File: src/rtl/irq_entry_pkg.sv
package irq_entry_pkg;
  typedef enum logic [2:0] {
    IC_RESET    = 3'd0,
    IC_MASKABLE = 3'd1,
    IC_NMI      = 3'd2,
    IC_WDOG     = 3'd3,
    IC_DEBUG    = 3'd4,
    IC_TRAP     = 3'd5,
    IC_SOFT     = 3'd6,
    IC_SPARE    = 3'd7
  } irq_class_e;

  typedef enum logic [1:0] {
    PS_IDLE  = 2'd0,
    PS_PC    = 2'd1,
    PS_DONE  = 2'd2
  } push_state_e;
endpackage

File: src/rtl/nmi_front.sv
module nmi_front #(
  parameter int SYNC_STAGES = 2
) (
  input  logic clk,
  input  logic rst,
  input  logic pin_n,
  input  logic ack,
  output logic pending,
  output logic level
);
  logic [SYNC_STAGES-1:0] sync_q;
  logic                   last_q;
  logic                   fall;

  always_ff @(posedge clk) begin
    if (rst) begin
      sync_q <= '1;
      last_q <= 1'b1;
    end else begin
      sync_q <= {sync_q[SYNC_STAGES-2:0], pin_n};
      last_q <= sync_q[SYNC_STAGES-1];
    end
  end

  assign fall  = last_q & ~sync_q[SYNC_STAGES-1];
  assign level = sync_q[SYNC_STAGES-1];

  always_ff @(posedge clk) begin
    if (rst)       pending <= 1'b0;
    else if (fall) pending <= 1'b1;
    else if (ack)  pending <= 1'b0;
  end
endmodule

File: src/rtl/flag_rewrite.sv
module flag_rewrite
  import irq_entry_pkg::*;
#(
  parameter int W        = 16,
  parameter int VEC_W    = 6,
  parameter int IPL_LSB  = 12,
  parameter int IPL_W    = 3,
  parameter int SSEL_BIT = 7,
  parameter int IEN_BIT  = 6,
  parameter int DBG_BIT  = 5,
  parameter int SOFT_SPLIT = 32
) (
  input  irq_class_e       cls,
  input  logic [VEC_W-1:0] vec,
  input  logic [IPL_W-1:0] lvl,
  input  logic [W-1:0]     flg,
  output logic [W-1:0]     flg_new,
  output logic             use_user
);
  localparam logic [IPL_W-1:0] IPL_TOP = '1;
  logic keep_sel;

  assign keep_sel = (cls == IC_SOFT) && (vec >= VEC_W'(SOFT_SPLIT));
  assign use_user = keep_sel & flg[SSEL_BIT];

  always_comb begin
    flg_new = flg;
    if (!keep_sel) flg_new[SSEL_BIT] = 1'b0;
    flg_new[IEN_BIT] = 1'b0;
    flg_new[DBG_BIT] = 1'b0;
    unique case (cls)
      IC_RESET:         flg_new[IPL_LSB +: IPL_W] = '0;
      IC_MASKABLE:      flg_new[IPL_LSB +: IPL_W] = lvl;
      IC_NMI, IC_WDOG:  flg_new[IPL_LSB +: IPL_W] = IPL_TOP;
      default:          flg_new[IPL_LSB +: IPL_W] = flg[IPL_LSB +: IPL_W];
    endcase
  end
endmodule

File: src/rtl/push_seq.sv
module push_seq
  import irq_entry_pkg::*;
#(
  parameter int W  = 16,
  parameter int AW = 16,
  parameter int WORD_BYTES = 2
) (
  input  logic          clk,
  input  logic          rst,
  input  logic          start,
  input  logic          use_user,
  input  logic [W-1:0]  flg_old,
  input  logic [W-1:0]  flg_new,
  input  logic [W-1:0]  pc,
  input  logic [AW-1:0] isp,
  input  logic [AW-1:0] usp,
  output logic [AW-1:0] stk_addr,
  output logic [W-1:0]  stk_wdata,
  output logic          stk_we,
  output logic          busy,
  output logic          done,
  output logic [W-1:0]  flg_out,
  output logic [AW-1:0] isp_out,
  output logic [AW-1:0] usp_out
);
  localparam logic [AW-1:0] STEP  = AW'(WORD_BYTES);
  localparam logic [AW-1:0] FRAME = AW'(2 * WORD_BYTES);

  push_state_e   state;
  logic [W-1:0]  pc_q, flg_q;
  logic [AW-1:0] isp_q, usp_q;
  logic          user_q;
  logic [AW-1:0] sp_sel;

  assign sp_sel = use_user ? usp : isp;
  assign busy   = (state != PS_IDLE);

  always_ff @(posedge clk) begin
    if (rst) begin
      state     <= PS_IDLE;
      stk_addr  <= '0;
      stk_wdata <= '0;
      stk_we    <= 1'b0;
      done      <= 1'b0;
      flg_out   <= '0;
      isp_out   <= '0;
      usp_out   <= '0;
      pc_q      <= '0;
      flg_q     <= '0;
      isp_q     <= '0;
      usp_q     <= '0;
      user_q    <= 1'b0;
    end else begin
      done <= 1'b0;
      unique case (state)
        PS_IDLE: begin
          if (start) begin
            stk_we    <= 1'b1;
            stk_addr  <= sp_sel - STEP;
            stk_wdata <= flg_old;
            pc_q      <= pc;
            flg_q     <= flg_new;
            isp_q     <= isp;
            usp_q     <= usp;
            user_q    <= use_user;
            state     <= PS_PC;
          end
        end
        PS_PC: begin
          stk_addr  <= stk_addr - STEP;
          stk_wdata <= pc_q;
          state     <= PS_DONE;
        end
        PS_DONE: begin
          stk_we  <= 1'b0;
          done    <= 1'b1;
          flg_out <= flg_q;
          isp_out <= user_q ? isp_q : isp_q - FRAME;
          usp_out <= user_q ? usp_q - FRAME : usp_q;
          state   <= PS_IDLE;
        end
        default: state <= PS_IDLE;
      endcase
    end
  end
endmodule

File: src/rtl/irq_entry_seq.sv
module irq_entry_seq
  import irq_entry_pkg::*;
#(
  parameter int W        = 16,
  parameter int AW       = 16,
  parameter int VEC_W    = 6,
  parameter int IPL_LSB  = 12,
  parameter int SSEL_BIT = 7,
  parameter int IEN_BIT  = 6,
  parameter int DBG_BIT  = 5,
  parameter int SYNC_STAGES = 2
) (
  input  logic             clk,
  input  logic             rst,
  input  logic             accept,
  input  logic [2:0]       irq_class,
  input  logic [VEC_W-1:0] irq_vec,
  input  logic [2:0]       req_level,
  input  logic [W-1:0]     flg_in,
  input  logic [W-1:0]     pc_in,
  input  logic [AW-1:0]    isp_in,
  input  logic [AW-1:0]    usp_in,
  input  logic             nmi_n,
  output logic [AW-1:0]    stk_addr,
  output logic [W-1:0]     stk_wdata,
  output logic             stk_we,
  output logic             busy,
  output logic             done,
  output logic [W-1:0]     flg_out,
  output logic [AW-1:0]    isp_out,
  output logic [AW-1:0]    usp_out,
  output logic             nmi_pending,
  output logic             nmi_level
);
  irq_class_e cls;
  logic       start;
  logic       use_user;
  logic [W-1:0] flg_new;

  assign cls   = irq_class_e'(irq_class);
  assign start = accept & ~busy;

  nmi_front #(.SYNC_STAGES(SYNC_STAGES)) u_nmi (
    .clk(clk), .rst(rst), .pin_n(nmi_n),
    .ack(start && (cls == IC_NMI)),
    .pending(nmi_pending), .level(nmi_level)
  );

  flag_rewrite #(
    .W(W), .VEC_W(VEC_W), .IPL_LSB(IPL_LSB), .IPL_W(3),
    .SSEL_BIT(SSEL_BIT), .IEN_BIT(IEN_BIT), .DBG_BIT(DBG_BIT),
    .SOFT_SPLIT(32)
  ) u_flags (
    .cls(cls), .vec(irq_vec), .lvl(req_level), .flg(flg_in),
    .flg_new(flg_new), .use_user(use_user)
  );

  push_seq #(.W(W), .AW(AW), .WORD_BYTES(2)) u_push (
    .clk(clk), .rst(rst), .start(start), .use_user(use_user),
    .flg_old(flg_in), .flg_new(flg_new), .pc(pc_in),
    .isp(isp_in), .usp(usp_in),
    .stk_addr(stk_addr), .stk_wdata(stk_wdata), .stk_we(stk_we),
    .busy(busy), .done(done), .flg_out(flg_out),
    .isp_out(isp_out), .usp_out(usp_out)
  );
endmodule

File: config.mk
export PLATFORM = sky130hd
export DESIGN_NAME = irq_entry_seq
export DESIGN_NICKNAME = d
export VERILOG_FILES = /design/src/rtl/irq_entry_pkg.sv /design/src/rtl/nmi_front.sv /design/src/rtl/flag_rewrite.sv /design/src/rtl/push_seq.sv /design/src/rtl/irq_entry_seq.sv
export SDC_FILE = /design/constraint.sdc
export NUM_CORES = 1
export LEC_CHECK = 0
export BUFFER_PORTS_ARGS = -buffer_cell sky130_fd_sc_hd__buf_2
export CAP_MARGIN = 20
export CORE_ASPECT_RATIO = 1.2
export CORE_MARGIN = 2
export CORE_UTILIZATION = 34
export CTS_CLUSTER_SIZE = 30
export DETAILED_ROUTE_END_ITERATION = 8
export PLACE_DENSITY = 0.53
export SETUP_SLACK_MARGIN = 0.4
export SLEW_MARGIN = 20
export SYNTH_ARGS = -nofsm -noshare
export SYNTH_HDL_FRONTEND = slang
export SYNTH_SLANG_ARGS = --single-unit
File: constraint.sdc
create_clock -name clk -period 3.7 [get_ports clk]
set_clock_uncertainty 0.2 [all_clocks]
set_input_delay 0.74 -clock clk [delete_from_list [all_inputs] [get_ports clk]]
set_output_delay 0.74 -clock clk [all_outputs]
set_load 0.02 [all_outputs]
Word-level counts from Yosys, hierarchy flattened
Index checks and enable logic that the tools add are counted.
{ "totals": {"register_bits": 149, "latchBits": 0, "ram_bits": 0, "romBits": 0, "in_bits": 80, "output_inout_bits": 85, "wordCells": 61, "mem_count": 0} }
{ "op_classes": {"add_sub_neg": 4, "multipliers": 0, "div": 0, "n_lt_le_gt_ge": 1, "n_eq_ne": 7, "shift": 0, "n_mux": 16, "n_bitwise": 5, "reduce_logical": 12} }
{ "op_table": {"columns": ["operator", "count"], "rows": [
  ["$mux W16", 5],
  ["$pmux W16 S2", 2],
  ["$sub A16 B2 Y16 const B", 2],
  ["$sub A16 B3 Y16 const B", 2],
  ["$pmux W3 S3", 1],
  ["$reduce_bool A2 Y1", 4],
  ["$eq A3 B2 Y1 const B", 2],
  ["$ge A6 B6 Y1 const B", 1],
  ["$reduce_and A2 Y1", 3],
  ["$mux W1", 5],
  ["$pmux W2 S2", 1],
  ["$and A1 B1 Y1", 3],
  ["$eq A3 B1 Y1 const B", 1],
  ["$eq A3 B3 Y1 const B", 1],
  ["$logic_not A3 Y1", 1],
  ["$eq A2 B1 Y1 const B", 1],
  ["$eq A2 B2 Y1 const B", 1],
  ["$logic_and A1 B1 Y1", 2],
  ["$logic_not A2 Y1", 1],
  ["$mux W2", 1],
  ["$ne A2 B2 Y1 const B", 1],
  ["$not A1 Y1", 2],
  ["$pmux W1 S2", 1],
  ["$reduce_or A2 Y1", 1]
]} }

Depth between registers and ports, before layout
Gate-level depths: netlist of the first run.
{ "depth": {"ltp_word": 7, "ltp_mapped": 10, "depth_no_buf": 8} }

Hierarchy
Synthesis of the first run repeated with hierarchy kept, for this count alone.
{ "unflattened": {"hier_cells": 808, "area_unflattened_um2": 6607.6} }
{ "modules_own_cells": {"columns": ["mod", "n_inst", "cells_each", "area_per_inst_um2", "seq_area_each_um2"], "rows": [
  ["push_seq", 1, 769, 6289.8, 2982.9],
  ["flag_rewrite", 1, 26, 166.4, 0.0],
  ["nmi_front", 1, 10, 127.6, 80.1],
  ["irq_entry_seq", 1, 3, 23.8, 0.0]
]} }

Least setup slack after synthesis of the first run
No wires, ideal clock.
{ "synth_timing": {"path_kind": "input to register", "start": "input irq_class[2]", "end": "register u_push.stk_addr[15]", "setup_ns": 0.115, "arrival_time_ns": 2.564, "t_required_ns": 3.385, "setup_slack_ns": 0.821, "stages": 9, "n_path_buf": 3, "path_cell_list": "buf_2 > inv_1 > buf_2 > o21ai_0 > a31oi_1 > or3_4 > buf_6 > or4_1 > and3_1"} }
{ "synth_via": {"elab_chain_len": 7} }
{ "synth_lines": {"columns": ["element", "line", "rtl"], "rows": [
  ["start, declared", "irq_entry_seq.sv:16", "input logic [2:0] irq_class,"],
  ["$eq A3 B3 Y1", "flag_rewrite.sv:23", "assign keep_sel = (cls == IC_SOFT) && (vec >= VEC_W'(SOFT_SPLIT));"],
  ["$logic_and A1 B1 Y1", "flag_rewrite.sv:23", null],
  ["$and A1 B1 Y1", "flag_rewrite.sv:24", "assign use_user = keep_sel & flg[SSEL_BIT];"],
  ["$mux W16", "push_seq.sv:35", "assign sp_sel = use_user ? usp : isp;"],
  ["$sub A16 B2 Y16", "push_seq.sv:59", "stk_addr <= sp_sel - STEP;"],
  ["$mux W16", "push_seq.sv:57", "if (start) begin"],
  ["$pmux W16 S2", "push_seq.sv:55", "unique case (state)"],
  ["end signal, assigned", "push_seq.sv:59", null],
  ["end signal, assigned", "push_seq.sv:70", "stk_addr <= stk_addr - STEP;"],
  ["end, declared", "push_seq.sv:17", "output logic [AW-1:0] stk_addr,"]
]} }
Every way passes these cells. The select of a mux whose other input is x is not followed.
A chain may end at the register's enable or synchronous reset.

Final worst setup path of the first run
{ "layout_timing": {"start": "input irq_class[0]", "end": "register u_push.stk_addr[15]"} }
Same word-level chain as after synthesis.

==> flow_metrics.tcl, run 1 <==
set metrics [dict create \
    numCtsBuffers 17 \
    cp_num_buf_inv 2 \
    antenna_found_initial 2 \
    required_ns 3.82 \
    die_h_um 154 \
    period_share_pct 83.4 \
    setup_ws_ns 0.615 \
    synth_commonest_cells "nand2_1, dfxtp_1, a21oi_1" \
    r2r-start "u_push.state[1]$_SDFFE_PP0P_" \
    synthArstFlopShare_pct 0 \
    crit_path_end_kind "flop" \
    holdBufCountCts 0 \
    hpwlAfterDp_um 13400 \
    grt_pass1_wl_um 30000 \
    coreArea_um2 18600 \
    synth.most_common_cell "nand2_1" \
    viasPerCell 4.96 \
    io_buffers 157 \
    gp_congestion 0.880 \
    routedWlPerCell_um 15.9 \
    crit_end "u_push.stk_addr[15]$_SDFFE_PP0P_" \
    setup_viol 0 \
    first_iter_violations 386 \
    holdPathStages 1 \
    crit_cells 8 \
    tns_ns 0 \
    dieWidth_um 129 \
    worst-endpoint-arrival_ns 3.20 \
    dieArea_um2 20000 \
    cp-startpoint "irq_class[0]" \
    ant_nets 0 \
    drv_slew 0 \
    synth.distinct_cells 60 \
    synth_top_area_cell "dfxtp_1" \
    synth-seq-area-share_pct 46.3 \
    startpoint_type "primary input" \
    synth.top_cell.area_share_pct 46.3 \
    root_buffer "clkbuf_16" \
    grtUsageMet1_pct 24.7 \
    grt_usage_pct 19.3 \
    grt.overflow.total 0 \
    hold_viol_final 0 \
    r2r_setup_slack_ns 0.68 \
    start_util_pct 34.3 \
    synth_flop_cell "dfxtp_1" \
    clkSlewWorstSetupHoldPaths_ns 0.06 \
    routed_wl_um 19200 \
    use_met2_pct 30.6 \
    dr.pass1.iters 5 \
    cp_top_family "simple AND/OR/NAND/NOR gates" \
    yosys_warnings 0 \
    grtUsageMet3_pct 5.05 \
    rows 55 \
    busiest_layer "met2" \
    cpPeakStageDelay_ns 0.55 \
    syn-cell-area_um2 6400 \
    area_growth_pct 24.1 \
    cts_num_sinks 148 \
    worstMarginPinSlew_ns 0.933 \
    cts_tree "built" \
    clock_latency_ns 0.43 \
    syn_inst 807 \
    reg2reg_depth 6 \
    io_pins 165 \
    min_path_type "flop to flop" \
    vias 5961 \
    grt_max_degree 83 \
    path_class "primary input to flop" \
    synthTopCellsByArea "dfxtp_1, nand2_1, a21oi_1, nor2_1, a211oi_1" \
    crit_chain "buf_2 > nand4b_1 > buf_4 > nor2_1 > o211ai_1 > nand4bb_1 > or4_1 > and3_1" \
    avgSynthCellArea_um2 7.94 \
    critPathMaxFanout 9 \
    clockBufferDepth 2 \
    critPathSlowestCell "or4_1" \
    drive_gt1_share_pct 24.1 \
    pre_cts_ws_ns 0.146 \
    status "finished clean" \
    grt_pass1_vias 5593 \
    cts-htree-levels 4 \
    r2r-end "u_push.stk_addr[12]$_SDFFE_PP0P_" \
    power-per-cell-area_nw_per_um2 516 \
    yosys_register_bits 148 \
    synth_edf_count 0 \
    drc 0 \
    slew_headroom_pct 37.7 \
    vdd_drop_max_v 0.000307 \
    cap_viol_max_count 0 \
    leakagePower_nw 3.18 \
    min_period_ns 3.08 \
    final_nets 1017 \
    rsz0062_at_grt "false" \
    max_freq_mhz 324 \
]
==> stage by stage <==
step           cell area, µm²  cells  hold WS, ns  total power, mW  utilization, %
2_1_floorplan            6410    808        0.189             2.19               -
3_3_place_gp             7350   1171        0.191             2.40            39.4
3_5_place_dp             7350   1171        0.199             2.41            39.4
4_1_cts                  7950   1202        0.214             4.15            42.6
5_1_grt                  7950   1202        0.217             4.28            42.6
6_report                 7950   1203        0.210             4.10            42.6
==> routing by layer <==
metal  routed length [µm]  up-vias
li1                     -     3061
met1                 8640     2681
met2                 8820      181
met3                 1130       36
met4                  573        2
met5                   11        -
==> cell usage in the layout, fill, tap and decap left out, types with 16 or more instances in the layout <==
cell       Yosys  final
a211oi_1      24     24
a21oi_1       96     96
buf_2          6    156
clkbuf_16      0     17
dfxtp_1      148    148
nand2_1      219    219
nor2_1        61     60
o21ai_0       17     17
xnor2_1       16     16
==> what timing repair did <==
item | in CTS | in global routing
resized for setup | 0 | 1
setup buffers | 0 | 0
setup endpoints to repair | 0 | 1
==> report_power, final <==
part	leakage (nW)	switching (mW)	internal [mW]
Combinational	1.68	0.387	0.219
Clock	0.290	0.715	1.02
Sequential	1.21	0.0723	1.69
Total	3.18	1.17	2.93
==> cell type report <==
type                            count  area (µm²)
Sequential cell                   148        2960
Timing Repair Buffer              171         906
Multi-Input combinational cell    588        3140
Antenna cell                        1        2.50
Clock buffer                       18         439
Clock inverter                     13         153
Fill cell                        1976       10700
Tap cell                          256         320
Inverter                            8        30.0
==> registers in the layout, summed over array words and instances (netlist names), 2 cells and up <==
name	cells
u_push.isp_out	16
u_push.isp_q	16
u_push.pc_q	16
u_push.stk_addr	16
u_push.stk_wdata	16
u_push.usp_out	16
u_push.usp_q	16
u_push.flg_out	14
u_push.flg_q	14
u_nmi.sync_q	2
u_push.state	2
==> cells by family (layout without fill, tap and decap cells) <==
logic type,count (synthesis),in the layout,share of synthesized area [%]
buffers and inverters,72,210,5.12
flip-flops,148,148,46.3
other,1,3,0.0586
multiplexers,1,1,0.156
AO/OA/AOI/OAI,215,215,21.8
XOR/XNOR,22,22,3.01
AND/OR/NAND/NOR,345,345,23.0
adder cells (fa/ha/maj),3,3,0.586
==> worst min path at each step <==
| stage | startpoint | endpoint | slack (ns) |
|---|---|---|---|
| detailed placement | u_nmi.sync_q[0]$_SDFF_PP1_ | u_nmi.sync_q[1]$_SDFF_PP1_ | 0.20 |
| finish | u_nmi.sync_q[0]$_SDFF_PP1_ | u_nmi.sync_q[1]$_SDFF_PP1_ | 0.21 |
| global placement | u_nmi.sync_q[0]$_SDFF_PP1_ | u_nmi.sync_q[1]$_SDFF_PP1_ | 0.19 |
| CTS | u_nmi.sync_q[0]$_SDFF_PP1_ | u_nmi.sync_q[1]$_SDFF_PP1_ | 0.21 |
| global route | u_nmi.sync_q[0]$_SDFF_PP1_ | u_nmi.sync_q[1]$_SDFF_PP1_ | 0.22 |
| floorplan | u_nmi.sync_q[0]$_SDFF_PP1_ | u_nmi.sync_q[1]$_SDFF_PP1_ | 0.19 |
Note: power is estimated with default switching activity, not from simulation.
==> run 2, diff against run 1 <==
- PLACE_DENSITY: 0.53 -> 0.55
- clock period: 3.7 -> 2.5 ns (I/O delays scaled with it)
==> flow_metrics.tcl, run 2 (same netlist as run 1, synthesis figures left out) <==
set metrics [dict create \
    min_period_ns 2.31 \
    layout_commonest_cell "nand2_1" \
    rows 55 \
    path_class "primary input to flop" \
    max_freq_mhz 432 \
    routedWlPerCell_um 15.9 \
    grt_max_degree 72 \
    root_buffer "clkbuf_16" \
    r2r-start "u_push.state[1]$_SDFFE_PP0P_" \
    cp-startpoint "irq_class[0]" \
    numCtsBuffers 17 \
    gp_congestion 0.893 \
    start_util_pct 34.3 \
    dr.pass1.iters 5 \
    required_ns 2.63 \
    final_nets 1080 \
    cap_viol_max_count 0 \
    vdd_drop_max_v 0.000484 \
    worst-endpoint-arrival_ns 2.44 \
    holdPathStages 2 \
    io_buffers 157 \
    cts_num_sinks 148 \
    setup_viol 0 \
    r2r_setup_slack_ns 0.21 \
    cts-htree-levels 4 \
    fin_area_um2 9000 \
    drv_slew 0 \
    clockBufferDepth 2 \
    status "finished clean" \
    r2r-end "u_push.stk_addr[15]$_SDFFE_PP0P_" \
    postPlaceCellArea_um2 7810 \
    dieArea_um2 20000 \
    drive_gt1_share_pct 34.2 \
    vias 6365 \
    clkSlewWorstSetupHoldPaths_ns 0.07 \
    hold_viol_final 0 \
    critPathMaxFanout 7 \
    startpoint_type "primary input" \
    hpwlAfterDp_um 14000 \
    die_h_um 154 \
    leakagePower_nw 3.64 \
    io_pins 165 \
    viasPerCell 5.03 \
    final_cell_mix "nand2_1, buf_2, dfxtp_1, a21oi_1, buf_4" \
    antenna_found_initial 1 \
    fillers 1881 \
    setup_ws_ns 0.186 \
    reg2reg_depth 7 \
    coreArea_um2 18600 \
    period_share_pct 92.6 \
    clock_latency_ns 0.43 \
    rsz0062_at_grt "true" \
    finalPower_mw 6.30 \
    routed_wl_um 20200 \
    area_growth_pct 40.5 \
    pre_cts_ws_ns -0.300 \
    grt_pass1_vias 5977 \
    stdcell_count 1266 \
    grt_usage_pct 20.5 \
    grt_pass1_wl_um 32000 \
    power-per-cell-area_nw_per_um2 700 \
    crit_end "u_push.stk_addr[15]$_SDFFE_PP0P_" \
    ant_nets 0 \
    drc 0 \
    min_path_type "primary input to flop" \
    dieWidth_um 129 \
    first_iter_violations 403 \
    grt.overflow.total 0 \
    cts_tree "built" \
    place_inst 1215 \
    antennaDiodeCount 0 \
    holdBufCountCts 0 \
    crit_path_end_kind "flop" \
]
run 2: critical path: stages:
cell	delay, ns
buf_6	0.10
and4b_2	0.35
buf_12	0.15
a21boi_2	0.06
o22ai_2	0.21
ha_2	0.25
nand4b_1	0.16
or4_1	0.51
and3_1	0.16
run 2: worst min path at each step:
stage	endpoint	slack, ns	from
after floorplan	u_nmi.sync_q[1]$_SDFF_PP1_	0.19	u_nmi.sync_q[0]$_SDFF_PP1_
after global placement	u_nmi.sync_q[1]$_SDFF_PP1_	0.19	u_nmi.sync_q[0]$_SDFF_PP1_
after detailed placement	u_nmi.sync_q[1]$_SDFF_PP1_	0.20	u_nmi.sync_q[0]$_SDFF_PP1_
after CTS	u_nmi.sync_q[0]$_SDFF_PP1_	0.04	nmi_n
after global routing	u_nmi.sync_q[0]$_SDFF_PP1_	0.05	nmi_n
final	u_nmi.sync_q[0]$_SDFF_PP1_	0.05	nmi_n
run 2: timing repair:
action,CTS,global route
gates cloned,2,1
resized for setup,36,58
pin swaps,7,14
endpoints found under the setup margin,14,20
buffers inserted,11,5
run 2: cell type report:
cell class / count / area [µm²] / share of cell area [%]
multi-input cells: 588 / 3490 / 38.7
flip-flops and latches: 148 / 2970 / 33.0
repair buffers: 234 / 1600 / 17.8
clock buffers: 17 / 425 / 4.73
well taps: 256 / 320 / 3.56
clock inverters: 15 / 164 / 1.82
inverters: 8 / 30.0 / 0.334
run 2: stage by stage:
step | setup TNS (ns) | utilization, % | hold WS (ns)
detailed placement | -1.69 | 41.9 | 0.201
global route | 0 | 48.2 | 0.0493
CTS | 0 | 46.5 | 0.0358
finish | 0 | 48.2 | 0.0479
floorplan | 0 | - | 0.189
global placement | -1.33 | 41.9 | 0.192
run 2: layer usage:
layer | global-route usage [%] | share of wire [%] | up-vias
met4 | 7.71 | 2.6 | 0
met1 | 26.5 | 44 | 2963
met3 | 4.50 | 4.8 | 37
met2 | 33.2 | 48 | 168
li1 | - | - | 3197
met5 | 0 | 0 | -
run 2: where the power goes:
group	leakage (nW)	switching (mW)	internal, mW	total (mW)
registers	1.21	0.113	2.50	2.61
logic	2.15	0.658	0.489	1.15
clock network	0.276	1.20	1.34	2.54
